<file path="config.mk">
export PLATFORM = sky130hd
export DESIGN_NAME = mdrop_sel_ctrl
export DESIGN_NICKNAME = d
export VERILOG_FILES = /design/src/rtl/mdrop_sel_ctrl.sv
export SDC_FILE = /design/constraint.sdc
export NUM_CORES = 1
export LEC_CHECK = 0
export ABC_AREA = 1
export BUFFER_PORTS_ARGS = -buffer_cell sky130_fd_sc_hd__buf_4
export CORE_ASPECT_RATIO = 1.2
export CORE_UTILIZATION = 40
export DETAILED_ROUTE_END_ITERATION = 10
export PLACE_DENSITY_LB_ADDON = 0.08
export SYNTH_ARGS = -nofsm -noshare
export SYNTH_HDL_FRONTEND = slang
export SYNTH_SLANG_ARGS = --single-unit
</file>
<file path="constraint.sdc">
create_clock -name tck -period 1.58 [get_ports tck]
set_input_delay 0.237 -clock tck [delete_from_list [all_inputs] [get_ports tck]]
set_output_delay 0.237 -clock tck [all_outputs]
set_load 0.01 [all_outputs]
</file>
<file path="src/rtl/mdrop_sel_ctrl.sv">
module mdrop_sel_ctrl #(
  parameter int IR_W = 8,
  parameter int ADDR_W = 6,
  parameter int GRP_W = 2,
  parameter logic [5:0] BCAST_CODE = 6'h3B,
  parameter logic [5:0] MCAST_BASE = 6'h3C,
  parameter logic [7:0] OP_RETURN = 8'hC3,
  parameter logic [5:0] OP_GRP_HI = 6'b101001
) (
  input  logic              tck,
  input  logic              trst_n,
  input  logic              tdi,
  input  logic              ir_shift,
  input  logic              ir_update,
  input  logic [ADDR_W-1:0] slot,
  output logic              sel_direct,
  output logic              sel_bcast,
  output logic              sel_mcast,
  output logic              tdo_oe,
  output logic              lsp_rst
);

  typedef enum logic [1:0] {S_WAIT, S_DIRECT, S_BCAST, S_MCAST} st_t;

  st_t              st, st_nx;
  logic [IR_W-1:0]  ir_q;
  logic [GRP_W-1:0] grp_q;

  wire [ADDR_W-1:0] code     = ir_q[ADDR_W-1:0];
  wire [ADDR_W-1:0] mc_off   = code - MCAST_BASE;
  wire              hit_dir  = (code == slot) && (code < BCAST_CODE);
  wire              hit_bc   = (code == BCAST_CODE);
  wire              hit_mc   = (code >= MCAST_BASE) && (mc_off[GRP_W-1:0] == grp_q);
  wire              op_ret   = (ir_q == OP_RETURN);
  wire              op_grp   = (ir_q[IR_W-1:GRP_W] == OP_GRP_HI);

  always_ff @(posedge tck or negedge trst_n)
    if (!trst_n)       ir_q <= '0;
    else if (ir_shift) ir_q <= {tdi, ir_q[IR_W-1:1]};

  always_comb begin
    st_nx = st;
    if (ir_update) begin
      if (st == S_WAIT) begin
        if (hit_dir)     st_nx = S_DIRECT;
        else if (hit_bc) st_nx = S_BCAST;
        else if (hit_mc) st_nx = S_MCAST;
      end else if (op_ret) begin
        st_nx = S_WAIT;
      end
    end
  end

  always_ff @(posedge tck or negedge trst_n)
    if (!trst_n) begin
      st      <= S_WAIT;
      grp_q   <= '0;
      lsp_rst <= 1'b0;
    end else begin
      st      <= st_nx;
      lsp_rst <= ir_update && (st != S_WAIT) && op_ret;
      if (ir_update && st == S_DIRECT && op_grp)
        grp_q <= ir_q[GRP_W-1:0];
    end

  assign sel_direct = (st == S_DIRECT);
  assign sel_bcast  = (st == S_BCAST);
  assign sel_mcast  = (st == S_MCAST);
  assign tdo_oe     = sel_direct;

  assert_one_sel_R5: assert property (@(posedge tck) disable iff (!trst_n)
    $onehot0({sel_direct, sel_bcast, sel_mcast}));

  assert_oe_direct_R3: assert property (@(posedge tck) disable iff (!trst_n)
    (ir_update && st == S_WAIT && ir_q[ADDR_W-1:0] == slot && slot < BCAST_CODE) |=> tdo_oe);

  assert_hold_no_update_R2: assert property (@(posedge tck) disable iff (!trst_n)
    !ir_update |=> ($stable(st) && $stable(grp_q) && !lsp_rst));

  assert_ret_pulse_R8: assert property (@(posedge tck) disable iff (!trst_n)
    lsp_rst |-> (!sel_direct && !sel_bcast && !sel_mcast && $past(ir_update)));

  assert_grp_only_direct_R7: assert property (@(posedge tck) disable iff (!trst_n)
    (st != S_DIRECT) |=> $stable(grp_q));

  assert_bad_slot_R10: assert property (@(posedge tck) disable iff (!trst_n)
    (slot >= BCAST_CODE && st == S_WAIT) |=> !sel_direct);

endmodule

</file>
==> results of run 1 <==
## critical path: cells and delay by family (launching register included)
family | cells | cell delay, ns
simple gates | 7 | 0.60
flops | 1 | 0.45
buf+inv | 2 | 0.20
compound gates | 1 | 0.06
## cells by family (layout without fill, tap and decap cells)
logic type	after synthesis	count (layout)	share of synthesized area, %
buf+inv	24	42	11.72
flops	13	13	40.62
simple gates	74	74	38.59
xor+xnor	1	1	1.094
compound gates	12	12	7.969
## sequential cells by signal (all words and copies together) (netlist names)
| register | flops |
|---|---|
| ir_q | 8 |
| grp_q | 2 |
| st | 2 |
| lsp_rst | 1 |
## worst paths after layout
kind | startpoint | endpoint | slack [ns] | cells past startpoint
hold reg to reg | ir_q[7] | ir_q[6] | 0.52 | 2
min in group asynchronous | trst_n | ir_q[1] | 0.33 | 2
setup reg to reg | ir_q[2] | st[0] | 0.17 | 10
setup / recovery | ir_q[2] | st[0] | 0.17 | 10
max in group asynchronous | trst_n | ir_q[3] | 1.09 | 2
hold / removal | tdi | ir_q[7] | 0.17 | 3
## metal layers
| layer | vias up | share of wire [%] | track usage [%] |
|---|---|---|---|
| li1 | 417 | - | - |
| met4 | 0 | 1.8 | 10.94 |
| met3 | 4 | 4.1 | 3.534 |
| met2 | 19 | 46 | 30.56 |
| met1 | 358 | 48 | 25.23 |
| met5 | - | 0 | 0 |
## power by group through the flow
stage               registers [mW]  clock network [mW]  logic (mW)
floorplan                    0.443                   0       0.283
global placement             0.460                   0       0.405
detailed placement           0.462                   0       0.408
CTS                          0.455               0.217       0.411
global route                 0.468               0.235       0.470
finish                       0.456               0.215       0.407
## layout by cell type, fill, tap and decap left out, drive strengths merged
| master | synthesis | final |
|---|---|---|
| nor3 | 5 | 5 |
| inv | 22 | 22 |
| nand2 | 46 | 46 |
| nand4 | 1 | 1 |
| buf | 1 | 15 |
| nor2 | 12 | 12 |
| xnor2 | 1 | 1 |
| clkbuf | 1 | 4 |
| dfrtp | 13 | 13 |
| dlygate4sd3 | 0 | 1 |
| o21ai | 11 | 11 |
| nand3 | 8 | 8 |
| a21oi | 1 | 1 |
| nor4 | 2 | 2 |
## area by class of cell
type / count / area, um2
clock buffers: 4 / 26.28
multi-input cells: 87 / 381.6
repair buffers: 16 / 122.6
flip-flops and latches: 13 / 325.3
well taps: 19 / 23.77
inverters: 22 / 82.58
fillers: 197 / 888.4
==> results.yml, run 1 <==
clock_network:
  clock-sinks: 13
  h-tree-depth: 1
  clockBufferDepth: 2
  cts_made_buffers: 3
  clkTransAtPathRegs_ns: 0.08
  ctsResizeCount: 0
  cts_root_buf: "clkbuf_4"
  tritoncts: "yes"
  clock_latency_ns: 0.28
  ctsHoldBuffers: 1
  post_cts_buffers: 0
yosys:
  synth_edf_count: 0
  ys.flop_type: "dfrtp_1"
  synth.distinct_cells: 17
  yosys_warnings: 0
  ys_top_cells_by_count: "nand2_1 (45), inv_1 (21), dfrtp_1 (13)"
  yosys-top-cells-area: "dfrtp_1 (41%), nand2_1 (21%), inv_1 (9.8%)"
  synth.most_common_cell: "nand2_1"
  synth-seq-cells: 13
  ys_seq_area_share_pct: 40.63
  postSynthAreaPerCell_um2: 6.458
  yosys.area.top_type: "dfrtp_1"
  yosysTopAreaCellShare_pct: 40.63
  synth_cells: 124
  syn_nets: 135
  async_reset_ff_share_pct: 100.0
  syn_area_um2: 800.8
sta:
  finalCritPeriodShare_pct: 89.16
  fmax_mhz: 709.8
  tightest_slew_ns: 0.3032
  fin_crit_ns: 1.409
  hold_ws_ns: 0.1671
  maxSlewViolCount: 0
  rsz0062_at_grt: "false"
  worst_slack_ns: 0.1712
  setup_viol: 0
  clock_skew_ns: 0.001796
  final-hold-violation-count: 0
  maxSlewHeadroom_pct: 79.60
  tns_ns: 0
setup_path:
  crit_fanout: 6
  cp_slowest_cell: "dfrtp_1"
  end_kind: "flop"
  cp_common_cell: "nand2_1"
  crit_arrival_ns: 1.59
  cp.required_ns: 1.76
  cpPeakStageDelay_ns: 0.45
  path_class: "reg2reg"
  cp_cell_sequence: "inv_1, nand3_1, nor2_1, nor2_2, nand2_1, inv_1, o21ai_2, nand2_2, nand2_1, nand2_1"
  worstSetupStartpointType: "flop"
cells_and_area:
  syn_to_final_growth_pct: 20.16
  instances_no_fill: 161
  antennaDiodeCount: 0
  drive_above_1_share_pct: 16.20
  post-route-util_pct: 51.99
  layout.nets: 154
  fin_area_um2: 962.2
pwr:
  p_per_area_nw_per_um2: 1120
  finalPower_mw: 1.078
  vdd_drop_max_mv: 0.6052
  total_leakage_power_nw: 0.5103
  combPwrFrac_pct: 37.8
  clkPwrFrac_pct: 19.9
  power_frac_seq_pct: 42.3
  p_sw_share_pct: 39.23
  intPower_uw: 655.2
  power_switching_uw: 422.9
detailed_routing:
  drc: 0
  drt_first_pass_iters: 4
  avgViaCountPerCell: 4.957
  vias: 798
  wl_per_cell_um: 10.86
  initialDrtViolationCount: 22
  ant_nets: 0
  wl_um: 1749
floorplan:
  initial_core_util_pct: 43.27
  core-area_um2: 1851
  die-area_um2: 2186
  num_io_pins: 16
  die_w_um: 42.85
  rows: 17
  die_height_um: 51.02
placed_design:
  io_buffers: 15
  dp_cells: 156
  place_congestion: 0.7679
  dp_worst_setup_slack_ns: 0.2053
  place_area_um2: 925.9
  dp_hpwl_um: 1369
global_route:
  overflow: 0
  grt_pass1_wl_um: 3180
  track_usage_pct: 19.56
  antenna_found_initial: 0
  grt_max_degree: 17
  grt_pass1_vias: 776
worst_hold_path:
  min_path_type: "in2reg"
outcome:
  status: "complete, no violations"
run:
  cap_violations: 0
(Power assumes the default switching activity.)
==> run 2: changes to the inputs <==
Settings changed: ABC_AREA 1 to 0.
==> run 2 against run 1 <==
Cell count down 33%. Maximum frequency decreased by 7.8%. Total power grew 19%. Clock power barely moved. Synthesized area shrank 12%. Worst hold slack better by 0.017 ns. Critical path depth shrank 7. Die area is 12% lower. Largest cell class unchanged.
==> results.yml, run 2 <==
detailed_routing:
  wl_per_cell_um: 12.94
  ant_nets: 0
  drc: 0
  initialDrtViolationCount: 4
  vias: 570
  drt_first_pass_iters: 4
  wl_um: 1398
  avgViaCountPerCell: 5.278
yosys:
  synth.most_common_cell: "dfrtp_1"
  async_reset_ff_share_pct: 100.0
  synth-seq-cells: 13
  ys_top_cells_by_count: "dfrtp_1 (13), mux2_2 (10), xnor2_1 (5)"
  ys.flop_type: "dfrtp_1"
  ys_seq_area_share_pct: 46.18
  syn_nets: 74
  yosysTopAreaCellShare_pct: 46.18
  yosys_warnings: 0
  synth.distinct_cells: 24
  yosys-top-cells-area: "dfrtp_1 (46%), mux2_2 (16%), xnor2_1 (6.2%)"
  postSynthAreaPerCell_um2: 11.18
  synth_edf_count: 0
  yosys.area.top_type: "dfrtp_1"
  synth_cells: 63
  syn_area_um2: 704.4
sta:
  maxSlewViolCount: 0
  rsz0062_at_grt: "false"
  fmax_mhz: 654.7
  setup_viol: 0
  maxSlewHeadroom_pct: 81.32
  final-hold-violation-count: 0
  finalCritPeriodShare_pct: 96.68
  tns_ns: 0
  fin_crit_ns: 1.527
  clock_skew_ns: 0.003787
  tightest_slew_ns: 0.2776
clock_network:
  tritoncts: "yes"
  cts_root_buf: "clkbuf_4"
  clock_latency_ns: 0.29
  cts_made_buffers: 3
  h-tree-depth: 1
  ctsResizeCount: 0
  clkTransAtPathRegs_ns: 0.08
  clock-sinks: 13
  clockBufferDepth: 2
cells_and_area:
  final_common_cell: "buf_4"
  syn_to_final_growth_pct: 33.21
  layout_common_cells: "buf_4 (26), dfrtp_1 (13), mux2_2 (10), xnor2_1 (5)"
  instances_no_fill: 108
  reg_top3: "ir_q (8), grp_q (2), st (2)"
  layout.nets: 102
  fillers: 138
  largest_reg_flops: 8
  antennaDiodeCount: 0
  regMostFlops: "ir_q"
  drive_above_1_share_pct: 45.56
global_route:
  track_usage_pct: 19.43
  overflow: 0
  grt_pass1_wl_um: 2373
  grt_pass1_vias: 544
  antenna_found_initial: 0
  grt_max_degree: 14
floorplan:
  core-area_um2: 1642
  initial_core_util_pct: 42.91
  die_height_um: 47.97
  die_w_um: 40.31
  num_io_pins: 16
  die-area_um2: 1934
  rows: 16
setup_path:
  cp_cell_sequence: "nand2b_1, or4_4, a221o_1"
  worstSetupStartpointType: "flop"
  end_kind: "flop"
  crit_fanout: 4
  crit_arrival_ns: 1.70
  path_class: "reg2reg"
  cpLargestDelayFamily: "simple AND/OR/NAND/NOR gates"
  crit_buf_inv: 0
  cpPeakStageDelay_ns: 0.52
  cp.required_ns: 1.75
  cp_slowest_cell: "or4_4"
pwr:
  vdd_drop_max_mv: 0.6027
  total_leakage_power_nw: 0.4246
  p_per_area_nw_per_um2: 1371
placed_design:
  dp_hpwl_um: 1079
  io_buffers: 15
  dp_cells: 103
  place_congestion: 0.7534
outcome:
  status: "complete, no violations"
worst_hold_path:
  min_path_type: "in2reg"
run:
  cap_violations: 0
## run 2: cell count changes in the layout (fill, tap and decap cells not counted), moves of 4 or more
cell     change
xnor2_1      +4
mux2_2      +10
nand3_1      -5
nand2_1     -43
inv_1       -21
o21ai_0     -10
buf_4       +11
nor2_1       -7
## run 2: logic make-up after synthesis
kind of cell / after synthesis / synth area share, %
multiplexers: 10 / 15.99
flip-flops: 13 / 46.18
AO/OA/AOI/OAI: 6 / 5.328
AND/OR/NAND/NOR: 23 / 20.96
XOR/XNOR: 7 / 8.704
buffers and inverters: 4 / 2.842
## run 2: per-layer routing
metal	wire length, um	GRT usage [%]
met1	584	22.74
met2	717	30.97
met3	47	4.186
met4	48	14.00
met5	0	0
## run 2: where the power goes
group	internal, mW	switching [mW]
Combinational	0.330	0.249
Clock	0.0982	0.117
Sequential	0.417	0.0745
## run 2: final cells by class
type | instances | area [um2] | share of cell area [%]
repair buffers | 27 | 205.2 | 21.87
multi-input cells | 46 | 359.1 | 38.27
clock buffers | 4 | 26.28 | 2.800
flip-flops and latches | 13 | 325.3 | 34.67
well taps | 18 | 22.52 | 2.400
## run 2: stage by stage
step	power [mW]	util, %	setup slack [ns]	hold slack, ns	cell area, um2
after global routing	1.386	57.16	0.0009590	0.1777	938.4
final	1.286	57.16	0.05251	0.1836	938.4
after detailed placement	1.082	54.95	0.03354	0.09548	902.1
after CTS	1.302	57.16	0.01369	0.1721	938.4
after global placement	1.070	54.95	0.07172	0.09450	902.1
after floorplan	0.8214	-	0.05428	-0.05859	704.4
## run 2: path summary, 6_finish.rpt
path                            slack (ns)  cells after the start    start      end
worst min-delay path                  0.18                      2      tdi  ir_q[7]
min in group asynchronous             0.33                      2   trst_n  lsp_rst
worst max register to register        0.05                      3  ir_q[5]    st[0]
max in group asynchronous             1.09                      2   trst_n  ir_q[0]
worst min register to register        0.57                      1  ir_q[7]  ir_q[7]
worst max-delay path                  0.05                      3  ir_q[5]    st[0]
## run 2: repair_timing
action                                  in CTS  in global routing
hold buffers                                 1                  0
endpoints found under the setup margin       0                  1
setup buffers                                0                  0
endpoints found under the hold margin       13                  0
==> run 3: changes to the inputs <==
Settings changed: CORE_ASPECT_RATIO 1.2 to 1.25.
==> run 3 against run 2 <==
Core utilization rose by 1.4 points. Die area barely moved. Register-to-register slack got worse by 0.02 ns. Clock skew rose by 0.0023 ns. Non-clock buffer count did not move. Count of clock-buffer cells in the layout did not move. Combinational power fell by 4.0%. Via count rose by 1.2%. Global-route usage fell by 1.1 points.
==> results.yml, run 3 (synthesized netlist as in run 2, its figures left out) <==
outcome:
  status: "complete, no violations"
detailed_routing:
  drt_first_pass_iters: 4
  wl_um: 1424
  wl_per_cell_um: 13.19
  drc: 0
  vias: 577
  avgViaCountPerCell: 5.343
  initialDrtViolationCount: 14
  ant_nets: 0
floorplan:
  die_w_um: 39.54
  die-area_um2: 1934
  rows: 16
  core-area_um2: 1602
  num_io_pins: 16
  initial_core_util_pct: 43.98
  die_height_um: 48.92
cells_and_area:
  regMostFlops: "ir_q"
  fin_area_um2: 938.4
  layout.nets: 102
  final_common_cell: "buf_4"
  reg_top3: "ir_q (8), grp_q (2), st (2)"
  syn_to_final_growth_pct: 33.21
  antennaDiodeCount: 0
  layout_common_cells: "buf_4 (26), dfrtp_1 (13), mux2_2 (10), xnor2_1 (5)"
  drive_above_1_share_pct: 45.56
  largest_reg_flops: 8
clock_network:
  clockBufferDepth: 2
  cts_made_buffers: 3
  cts_root_buf: "clkbuf_4"
  clock_latency_ns: 0.28
  clkTransAtPathRegs_ns: 0.08
  tritoncts: "yes"
  clock-sinks: 13
  h-tree-depth: 1
pwr:
  intPower_uw: 834.1
  p_sw_share_pct: 34.25
  total_leakage_power_nw: 0.4247
  p_per_area_nw_per_um2: 1352
  power_frac_seq_pct: 39.5
  clkPwrFrac_pct: 16.6
  combPwrFrac_pct: 43.9
  power_switching_uw: 434.6
  vdd_drop_max_mv: 0.6867
placed_design:
  place_area_um2: 894.6
  place_congestion: 0.6875
  io_buffers: 15
  dp_hpwl_um: 1038
global_route:
  antenna_found_initial: 0
  grt_pass1_wl_um: 2394
  track_usage_pct: 18.36
  grt_max_degree: 14
  grt_pass1_vias: 558
  overflow: 0
sta:
  finalCritPeriodShare_pct: 98.21
  fmax_mhz: 644.4
  fin_crit_ns: 1.552
  rsz0062_at_grt: "true"
  tightest_slew_ns: 0.2896
  maxSlewHeadroom_pct: 80.51
  maxSlewViolCount: 0
  hold_ws_ns: 0.1872
  setup_viol: 0
  final-hold-violation-count: 0
  clock_skew_ns: 0.006040
worst_hold_path:
  min_path_type: "in2reg"
run:
  cap_violations: 0
setup_path:
  crit_arrival_ns: 1.72
  path_class: "reg2reg"
  crit_fanout: 4
  end_kind: "flop"
  worstSetupStartpointType: "flop"
  cp.required_ns: 1.75
-- run 3: cell counts in the layout (fill, tap and decap cells not counted) --
No cell type changed its count.
-- run 3: final timing paths --
check	slack, ns	endpoint	depth (start not counted)	from
setup / recovery	0.03	st[0]	3	ir_q[5]
min in group asynchronous	0.33	lsp_rst	2	trst_n
hold reg to reg	0.55	ir_q[7]	1	ir_q[7]
max in group asynchronous	1.08	grp_q[1]	2	trst_n
setup reg to reg	0.03	st[0]	3	ir_q[5]
hold / removal	0.19	ir_q[7]	2	tdi
-- run 3: per-stage QoR --
stage	setup slack [ns]	instances	TNS, ns	utilization, %	total power, mW
after detailed placement	0.04810	102	0	55.86	1.060
after global routing	-0.008946	108	-0.008946	58.59	1.374
after floorplan	0.05428	63	0	-	0.8214
after CTS	0.03299	107	0	58.13	1.276
after global placement	0.07349	102	0	55.86	1.049
final	0.02825	108	0	58.59	1.269
-- run 3: worst max-delay path, stage by stage, from the launching register on --
cell and delay (ns):
dfrtp_1 0.41, nand2b_1 0.15, or4_4 0.52, a221o_1 0.36
-- run 3: cell type report --
type / instances / area [um2]
timing repair buffer: 27 / 205.2
tap: 18 / 22.52
clock buffer: 4 / 26.28
sequential: 13 / 325.3
fill: 152 / 663.1
multi-input combinational: 46 / 359.1
-- run 3: routing by layer --
layer  vias to the layer above  routed length (um)  global-route usage (%)  share of wire (%)
met3                         4                  75                   5.479                5.3
met1                       267                 596                   22.99                 42
li1                        281                   -                       -                  -
met2                        25                 723                   27.05                 51
met5                         -                   0                       0                  0
met4                         0                  29                   10.34                2.0
-- run 3: repair_timing --
action / in CTS / in global routing
hold buffers: 1 / 0
buffers inserted: 0 / 1
endpoints found under the hold margin: 13 / 0
setup endpoints to repair: 0 / 1
resized for setup: 0 / 0
-- run 3: power by group through the flow --
stage | sequential [mW] | combinational, mW | clock (mW)
finish | 0.501 | 0.557 | 0.211
global route | 0.517 | 0.619 | 0.239
CTS | 0.502 | 0.555 | 0.219
detailed placement | 0.509 | 0.552 | 0
global placement | 0.503 | 0.545 | 0
floorplan | 0.497 | 0.324 | 0
